==> src/rtl/npc_pkg.sv <==
package npc_pkg;

  // Source chosen for the next fetch address
  typedef enum logic [1:0] {
    SRC_SEQ    = 2'd0,
    SRC_BRANCH = 2'd1,
    SRC_JUMP   = 2'd2,
    SRC_REG    = 2'd3
  } npc_src_e;

  // Decoded control flags for the instruction in decode
  typedef struct packed {
    logic beq;
    logic bne;
    logic jmp;
    logic jal;
    logic jreg;
  } npc_ctrl_t;

endpackage

==> src/rtl/npc_rst_sync.sv <==
module npc_rst_sync #(
  parameter int unsigned STAGES = 2
) (
  input  logic clk,
  input  logic rst_n,
  output logic rst_sync_n
);

  logic [STAGES-1:0] chain_q;
  logic [STAGES-1:0] chain_d;

  always_comb begin
    chain_d = {chain_q[STAGES-2:0], 1'b1};
  end

  always_ff @(posedge clk or negedge rst_n) begin
    if (!rst_n) chain_q <= '0;
    else        chain_q <= chain_d;
  end

  assign rst_sync_n = chain_q[STAGES-1];

endmodule

==> src/rtl/npc_branch_cmp.sv <==
module npc_branch_cmp #(
  parameter int unsigned XLEN = 32
) (
  input  logic [XLEN-1:0] op_a,
  input  logic [XLEN-1:0] op_b,
  output logic            equal
);

  logic [XLEN-1:0] bit_diff;

  // Per-bit difference, reduced to a single equality flag
  for (genvar gi = 0; gi < XLEN; gi++) begin : g_bit
    assign bit_diff[gi] = op_a[gi] ^ op_b[gi];
  end

  assign equal = ~|bit_diff;

endmodule

==> src/rtl/npc_target_gen.sv <==
module npc_target_gen #(
  parameter int unsigned XLEN  = 32,
  parameter int unsigned IMM_W = 16,
  parameter int unsigned IDX_W = 26
) (
  input  logic [XLEN-1:0] fetch_pc,
  input  logic [XLEN-1:0] id_pc,
  input  logic [XLEN-1:0] id_instr,
  output logic [XLEN-1:0] seq_tgt,
  output logic [XLEN-1:0] link_tgt,
  output logic [XLEN-1:0] br_tgt,
  output logic [XLEN-1:0] jmp_tgt
);

  localparam int unsigned EXT_W = XLEN - IMM_W - 2;
  localparam int unsigned HI_W  = XLEN - IDX_W - 2;
  localparam logic [XLEN-1:0] STEP = XLEN'(4);

  logic [IMM_W-1:0] imm;
  logic [IDX_W-1:0] idx;
  logic [XLEN-1:0]  br_off;
  logic [XLEN-1:0]  id_pc_plus;

  assign imm = id_instr[IMM_W-1:0];
  assign idx = id_instr[IDX_W-1:0];

  always_comb begin
    br_off     = {{EXT_W{imm[IMM_W-1]}}, imm, 2'b00};
    id_pc_plus = id_pc + STEP;
    seq_tgt    = fetch_pc + STEP;
    link_tgt   = id_pc_plus;
    br_tgt     = id_pc_plus + br_off;
    jmp_tgt    = {id_pc[XLEN-1 -: HI_W], idx, 2'b00};
  end

endmodule

==> src/rtl/npc_select.sv <==
module npc_select
  import npc_pkg::*;
#(
  parameter int unsigned XLEN = 32
) (
  input  npc_ctrl_t       ctrl,
  input  logic            ops_equal,
  input  logic            stall,
  input  logic [XLEN-1:0] seq_tgt,
  input  logic [XLEN-1:0] br_tgt,
  input  logic [XLEN-1:0] jmp_tgt,
  input  logic [XLEN-1:0] reg_tgt,
  output npc_src_e        src,
  output logic [XLEN-1:0] sel_pc,
  output logic            redirect
);

  logic br_taken;

  always_comb begin
    br_taken = (ctrl.beq & ops_equal) | (ctrl.bne & ~ops_equal);
    if (ctrl.jreg)                  src = SRC_REG;
    else if (ctrl.jmp | ctrl.jal)   src = SRC_JUMP;
    else if (br_taken)              src = SRC_BRANCH;
    else                            src = SRC_SEQ;
  end

  always_comb begin
    unique case (src)
      SRC_REG:    sel_pc = reg_tgt;
      SRC_JUMP:   sel_pc = jmp_tgt;
      SRC_BRANCH: sel_pc = br_tgt;
      default:    sel_pc = seq_tgt;
    endcase
  end

  assign redirect = (src != SRC_SEQ) & ~stall;

endmodule

==> src/rtl/npc_unit.sv <==
module npc_unit
  import npc_pkg::*;
#(
  parameter int unsigned     XLEN     = 32,
  parameter int unsigned     IMM_W    = 16,
  parameter int unsigned     IDX_W    = 26,
  parameter logic [XLEN-1:0] RESET_PC = 32'h0040_0000
) (
  input  logic            clk,
  input  logic            rst_n,
  input  logic            stall_i,
  input  logic [XLEN-1:0] id_pc_i,
  input  logic [XLEN-1:0] id_instr_i,
  input  logic            beq_i,
  input  logic            bne_i,
  input  logic            j_i,
  input  logic            jal_i,
  input  logic            jr_i,
  input  logic [XLEN-1:0] op_a_i,
  input  logic [XLEN-1:0] op_b_i,
  output logic [XLEN-1:0] pc_o,
  output logic [XLEN-1:0] next_pc_o,
  output logic            redirect_o,
  output logic [XLEN-1:0] link_o
);

  localparam int unsigned HI_W = XLEN - IDX_W - 2;

  logic            rst_sync_n;
  logic [XLEN-1:0] pc_q;
  logic [XLEN-1:0] pc_d;
  logic            pc_en;
  npc_ctrl_t       ctrl;
  logic            ops_equal;
  logic [XLEN-1:0] seq_tgt, link_tgt, br_tgt, jmp_tgt, sel_pc;
  npc_src_e        src;
  logic            redirect;

  assign ctrl = '{beq: beq_i, bne: bne_i, jmp: j_i, jal: jal_i, jreg: jr_i};

  npc_rst_sync #(.STAGES(2)) u_rst (
    .clk        (clk),
    .rst_n      (rst_n),
    .rst_sync_n (rst_sync_n)
  );

  npc_branch_cmp #(.XLEN(XLEN)) u_cmp (
    .op_a  (op_a_i),
    .op_b  (op_b_i),
    .equal (ops_equal)
  );

  npc_target_gen #(.XLEN(XLEN), .IMM_W(IMM_W), .IDX_W(IDX_W)) u_tgt (
    .fetch_pc (pc_q),
    .id_pc    (id_pc_i),
    .id_instr (id_instr_i),
    .seq_tgt  (seq_tgt),
    .link_tgt (link_tgt),
    .br_tgt   (br_tgt),
    .jmp_tgt  (jmp_tgt)
  );

  npc_select #(.XLEN(XLEN)) u_sel (
    .ctrl      (ctrl),
    .ops_equal (ops_equal),
    .stall     (stall_i),
    .seq_tgt   (seq_tgt),
    .br_tgt    (br_tgt),
    .jmp_tgt   (jmp_tgt),
    .reg_tgt   (op_a_i),
    .src       (src),
    .sel_pc    (sel_pc),
    .redirect  (redirect)
  );

  // Next-state of the PC register
  always_comb begin
    pc_en = ~stall_i;
    pc_d  = pc_en ? sel_pc : pc_q;
  end

  // PC register with explicit clock enable
  always_ff @(posedge clk or negedge rst_sync_n) begin
    if (!rst_sync_n)  pc_q <= RESET_PC;
    else if (pc_en)   pc_q <= pc_d;
  end

  assign pc_o       = pc_q;
  assign next_pc_o  = pc_d;
  assign redirect_o = redirect;
  assign link_o     = link_tgt;

  AST_STALL_HOLDS_PC: assert property (@(posedge clk) disable iff (!rst_sync_n)
    stall_i |=> $stable(pc_q)) else $error("stall moved pc");

  AST_STALL_NO_REDIRECT: assert property (@(posedge clk) disable iff (!rst_sync_n)
    stall_i |-> !redirect_o) else $error("redirect during stall");

  AST_SEQ_ADVANCE: assert property (@(posedge clk) disable iff (!rst_sync_n)
    (!stall_i && !redirect_o) |=> pc_q == $past(pc_q) + XLEN'(4)) else $error("seq step");

  AST_REDIRECT_LOADS: assert property (@(posedge clk) disable iff (!rst_sync_n)
    redirect_o |=> pc_q == $past(next_pc_o)) else $error("redirect target not loaded");

  AST_JR_WINS: assert property (@(posedge clk) disable iff (!rst_sync_n)
    (jr_i && !stall_i) |-> (redirect_o && next_pc_o == op_a_i)) else $error("jr priority");

  AST_JUMP_FIELDS: assert property (@(posedge clk) disable iff (!rst_sync_n)
    ((j_i || jal_i) && !jr_i && !stall_i) |->
      (next_pc_o[1:0] == 2'b00 && next_pc_o[XLEN-1 -: HI_W] == id_pc_i[XLEN-1 -: HI_W]))
    else $error("jump target fields");

  AST_BRANCH_NEEDS_COND: assert property (@(posedge clk) disable iff (!rst_sync_n)
    (redirect_o && !jr_i && !j_i && !jal_i) |->
      ((beq_i && op_a_i == op_b_i) || (bne_i && op_a_i != op_b_i))) else $error("spurious branch");

endmodule

==> config.mk <==
export PLATFORM = sky130hd
export DESIGN_NAME = npc_unit
export DESIGN_NICKNAME = d
export VERILOG_FILES = /design/src/rtl/npc_pkg.sv /design/src/rtl/npc_rst_sync.sv /design/src/rtl/npc_branch_cmp.sv /design/src/rtl/npc_target_gen.sv /design/src/rtl/npc_select.sv /design/src/rtl/npc_unit.sv
export SDC_FILE = /design/constraint.sdc
export NUM_CORES = 1
export LEC_CHECK = 0
export ABC_AREA = 0
export BUFFER_PORTS_ARGS = -buffer_cell sky130_fd_sc_hd__buf_2
export CORE_MARGIN = 5
export CORE_UTILIZATION = 50
export DETAILED_ROUTE_END_ITERATION = 12
export HOLD_SLACK_MARGIN = 0.03
export PLACE_DENSITY = 0.84
export SYNTH_ARGS = -nofsm -noshare
export SYNTH_HDL_FRONTEND = slang
export SYNTH_SLANG_ARGS = --single-unit
==> constraint.sdc <==
create_clock -name clk -period 3.8 [get_ports clk]
set_clock_uncertainty 0.15 [all_clocks]
set_input_delay 0.19 -clock clk [delete_from_list [all_inputs] [get_ports clk]]
set_output_delay 0.19 -clock clk [all_outputs]
set_load 0.01 [all_outputs]
# After elaboration in Yosys (flattened, before gate mapping)

Cells that the tools add are included.

Bits in registers: 34
Output and inout bits: 97
Logic and storage cells: 54
Input port bits: 136

Bitwise operators: 38
Add/sub/neg operators: 3
Reduce and logical (&&, ||, !) cells: 3
Muxes and demuxes: 5
Equal/unequal tests: 3

Operators by type and width:

| operator                                             | count |
|---|---|
| one-hot mux 32 bit (3 select lines)                  | 1 |
| adder 32 x 3 -> 32 bit (second input constant)       | 2 |
| adder 32 bit                                         | 1 |
| two-way mux 32 bit                                   | 1 |
| OR reduction 32 bit                                  | 1 |
| bitwise XOR 1 bit                                    | 32 |
| equality test 2 bit (second input constant)          | 2 |
| two-way mux 2 bit                                    | 2 |
| bitwise AND 1 bit                                    | 3 |
| equality test 2 x 1 -> 1 bit (second input constant) | 1 |
| OR 1 bit                                             | 2 |
| nonzero test 2 bit                                   | 1 |
| zero test 1 bit                                      | 1 |
| two-way mux 1 bit                                    | 1 |
| inverter 1 bit                                       | 1 |

# Longest topological paths before layout

Depth after elaboration: 11
Gate-level depth with buffers: 18

# Cells and area by module

Synthesis repeated with hierarchy kept, for this count alone.

Cell total of the unflattened synthesis: 745
Area, all modules: 6327.3 um2

By module, submodules not included:

| module         | cells each | area each (um2) | instances | sequential area each (um2) |
|---|---|---|---|---|
| npc_target_gen | 446        | 3054.2          | 1         | 0.0 |
| npc_unit       | 103        | 1879.3          | 1         | 802.0 |
| npc_select     | 150        | 993.5           | 1         | 0.0 |
| npc_branch_cmp | 43         | 346.6           | 1         | 0.0 |
| npc_rst_sync   | 3          | 53.8            | 1         | 50.0 |

# Worst setup path after synthesis

No wires, ideal clock.

Path type: input port to output port
Start point: input port id_pc_i[5]
End point: output port next_pc_o[28]
Cell stages on the path: 15
Slack: 20 ps
Data arrival time: 3440 ps
Cells stage by stage: and3_1 > and3_1 > nand3_1 > nor2_1 > nand2_1 > nor3_1 > and2_1 > nand2_1 > xnor2_1 > ha_1 > clkbuf_1 > a21o_1 > o311ai_1 > mux2_2 > a211oi_1

Word-level cells in the longest chain between the ends: 4

RTL lines:

| item                                | RTL line             | source |
|---|---|---|
| from (decl)                         | npc_unit.sv:12       | `input logic [XLEN-1:0] id_pc_i,` |
| adder 32 x 3 -> 32 bit              | npc_target_gen.sv:29 | `id_pc_plus = id_pc + STEP;` |
| via link_o[26]                      | npc_unit.sv:24       | `output logic [XLEN-1:0] link_o` |
| adder 32 bit                        | npc_target_gen.sv:32 | `br_tgt = id_pc_plus + br_off;` |
| one-hot mux 32 bit (3 select lines) | npc_select.sv:29     | `unique case (src)` |
| two-way mux 32 bit                  | npc_unit.sv:79       | `pc_d = pc_en ? sel_pc : pc_q;` |
| to (decl)                           | npc_unit.sv:22       | `output logic [XLEN-1:0] next_pc_o,` |

The timed path passes the listed nets, and every way through them passes these cells.

# Final worst setup path

Start point: input port id_pc_i[11]
End point: output port next_pc_o[29]

Word-level cells in the longest chain between the ends: 4

RTL lines:

| item                                | RTL line |
|---|---|
| adder 32 x 3 -> 32 bit              | npc_target_gen.sv:29 |
| adder 32 bit                        | npc_target_gen.sv:32 |
| one-hot mux 32 bit (3 select lines) | npc_select.sv:29 |
| two-way mux 32 bit                  | npc_unit.sv:79 |

Every way passes these cells.

==> metrics.md <==
| Metric | Value |
|---|---|
| Initial DRC count | `622` |
| Critical Path Fanout Max | `3` |
| Port bufs | `226` |
| Met1 Use GR | `41.0%` |
| Setup violations, final | `1` |
| Hold/Removal Path Class | `input port to asynchronous set/reset pin` |
| Pwr Density | `238 nW/um2` |
| Worst path slowest cell | `a2111oi_4` |
| Outcome | `complete, but fails checks` |
| Post-synth EDFFs | `0` |
| Avg Inst Size Synth | `7.27 um2` |
| Die Footprint | `between 10,000 and 15,000 um2` |
| CTS tree | `done` |
| Area delta synth->final | `42.2%` |
| Critical Path End | `next_pc_o[29]` |
| Delay of the slowest cell on the worst path | `roughly 360 ps` |
| Clk pwr share | `around 15%` |
| Seq pwr share | `26.4%` |
| Busiest grt layer | `met2` |
| Hold Fails Final Rpt | `0` |
| Met2 usage | `a little under half` |
| Register area share after synthesis | `15.9%` |
| Synth cell types | `slightly above 70` |
| CP endpoint kind | `output pin` |
| Max Buffers Root-to-Sink | `2` |
| Total Power | `0.00180 W` |
| Reg2Reg Depth | `9` |
| Pin count of the biggest net entering global routing | `between 40 and 50` |
| Max VDD drop | `approximately 0.19 mV` |
| Failing checks | `setup timing` |
| Reg2Reg Setup Slack | `~960 ps` |
| Worst Tran Pin Value | `1070 ps` |
| Reg-to-Reg Start | `pc_o[4]` |
| Ys Warns | `0` |
| CP required | `between 3000 and 4000 ps` |
| H-Tree Depth | `2` |
| Core Util, Final | `73.3%` |
| Layout cell share with drive strength beyond 1 | `39.1%` |
| Vias in the first global route | `6,189` |
| Synth Instances | `735` |
| CP Depth | `18` |
| Ys async rst share | `100%` |
| Die Y | `roughly 110 um` |
| RSZ-0062 raised after global routing | `yes` |
| TritonCTS buffer count | `5` |
| Leakage | `3.61 nW` |
| GRT Residual Overflow | `0` |
| Met3 usage | `5.57%` |
| CORE AREA | `just over 10,000 um2` |
| Worst Setup Start Kind | `input port` |
| Clock input transition at the sequential cells of the worst setup and hold paths | `60 ps` |
| Final WS setup | `-13.7 ps` |
| I/O pin cnt | `233` |
| Gpl congestion | `0.956` |
| Via count | `6,933` |
| Slew Viols, Final | `0` |
| Most common cell on crit path | `nand3_2` |
| CP Launch Point | `id_pc_i[11]` |
| Commonest non-fill, non-tap cell in the layout | `buf_2` |
| Comb power frac | `58.2%` |
| Global-route wire length before repair | `31,200 um` |
| Slew HR | `29.0%` |
| Die W | `113 um` |
| Layout Nets | `1,188` |
| FP Rows | `37` |
| CP top delay family | `simple AND/OR/NAND/NOR gates` |
| Post-Syn Nets | `910` |
| Top_reg_cell synth | `dfrtp_1` |
| F_max | `0.262 GHz` |
| CP bufs+invs | `2` |
| Switch share | `43.8%` |
| Post-route clock period utilization | `100%` |
| DP Wirelength | `16,700 um` |
| Total Routing Usage GR | `30.0%` |
| Clk Latency, worst-skew pair | `just under 300 ps` |
| Clock sink count | `34` |
| Power Internal | `0.00101 W` |
| #FFs+latches synth | `34` |
| Initial Utilization | `51.5%` |
| Sw Pwr | `between 0.0007 and 0.0008 W` |
| Residual DRC | `0` |
| Final WL | `21,300 um` |
| Cells along the critical path | `buf_2 > and3_4 > and3_1 > nand4_4 > nor2_4 > nand3_2 > xnor2_2 > ha_1 > nand2_2 > nor3_4 > nand3_2 > o211ai_1 > nand2_1 > o21a_1 > a2111oi_4 > mux2_4 > nand3_2 > buf_6` |
| Wirelength per Cell | `between 15 and 20 um` |
| Initial antenna violation count | `2` |
| Total of max-cap violations | `0` |
| CTS root buf | `clkbuf_8` |
| Final ANT Viol Nets | `0` |
| R2r endpoint | `pc_o[29]` |
| Pre-Repair DR Iteration Count | `5` |
| WP data arrival | `3470 ps` |
| Vias per Instance | `6.02` |
| Critical path class | `input port to output pin` |
| Post-layout min period | `3810 ps` |
| Mapped Area | `5340 um2` |
| Leading cell types in the layout, fill and taps excluded | `222 x buf_2, 91 x nand2_1, 68 x buf_4` |
## final cells by class
type / count / area, um2
Clock inverter: 1 / 5.00
Fill cell: 860 / 2770
Timing Repair Buffer: 300 / 1730
Tap cell: 136 / 170
Inverter: 26 / 97.6
Sequential cell: 34 / 852
Multi-Input combinational cell: 646 / 4650
Clock buffer: 7 / 86.3
Antenna cell: 2 / 5.00
## metrics by stage
stage / std cells / hold WS [ps] / area (um2) / setup WS (ps) / setup TNS [ps]
3_5_place_dp: 1131 / -174 / 6960 / -184 / -594
3_3_place_gp: 1131 / -174 / 6960 / -82.6 / -251
5_1_grt: 1151 / 71.1 / 7600 / -180 / -840
4_1_cts: 1144 / 52.8 / 7180 / -40.2 / -77.1
6_report: 1152 / 59.1 / 7600 / -13.7 / -13.7
2_1_floorplan: 735 / -256 / 5340 / 20.1 / 0
## logic make-up (layout without fill, tap and decap cells)
| family | Yosys count | after routing | share of synthesized area (%) |
|---|---|---|---|
| AND/OR/NAND/NOR | 278 | 278 | 25.6 |
| AO/OA/AOI/OAI | 239 | 239 | 29.4 |
| XOR/XNOR | 85 | 85 | 14.1 |
| buffers and inverters | 55 | 334 | 4.68 |
| adder cells (fa/ha/maj) | 39 | 39 | 9.27 |
| flip-flops | 34 | 34 | 15.9 |
| multiplexers | 4 | 4 | 1.03 |
| other | 1 | 3 | 0.0702 |
## timing repair
item                                    CTS  global route
buffers inserted                          4             6
hold endpoints to repair                  2             0
endpoints found under the setup margin    8            14
pin swaps                                 9            49
gates resized for setup                  15            75
hold buffers                              1             0
## worst register-to-register path, delay by kind of cell (launching register included)
family | cells | cell delay [ps]
AND/OR/NAND/NOR | 7 | 1640
flip-flops | 1 | 450
AO/OA/AOI/OAI | 1 | 340
XOR/XNOR | 1 | 120
## worst min-delay path by stage
stage | to | cells past startpoint
CTS | u_rst.chain_q[0] | 2
detailed placement | u_rst.chain_q[1] | 1
finish | u_rst.chain_q[0] | 2
floorplan | u_rst.chain_q[0] | 0
global placement | u_rst.chain_q[1] | 1
global route | u_rst.chain_q[0] | 2
## per-layer routing
layer	part of all wire (%)	vias up	wire, um
met3	11	55	2330
met2	46	407	9680
met5	0.066	-	14
met4	3.5	2	738
li1	-	3259	-
met1	40	3210	8490
## flip-flops by register name (all words and copies together) (netlist names)
| signal | count |
|---|---|
| u_rst.chain_q | 2 |
| pc_o | 32 |
## power groups by stage
stage / Sequential, W / Clock [W] / Combinational [W]
floorplan: 0.000490 / 0 / 0.000516
global placement: 0.000478 / 0 / 0.000923
detailed placement: 0.000480 / 0 / 0.000939
CTS: 0.000473 / 0.000285 / 0.000961
global route: 0.000486 / 0.000298 / 0.00113
finish: 0.000477 / 0.000278 / 0.00105
## cell usage after synthesis, drive strengths merged (9+ instances only)
master  count  area, um2
and3       15       93.8
nand3      34        170
nand2      95        357
a21oi      81        424
nor2       60        233
a221oi     13        114
clkbuf     17       63.8
inv        26       97.6
o22ai      12       75.1
o21ai      46        230
xnor2      32        288
and2        9       58.8
dfrtp      33        826
a211oi     10       85.1
ha         38        475
xor2       53        464
buf        12       88.8
nor4       12       90.1
nand4      12       87.6
a21o       12       90.1
nor3       16       96.4
Note: power is estimated with default switching activity, not from simulation.
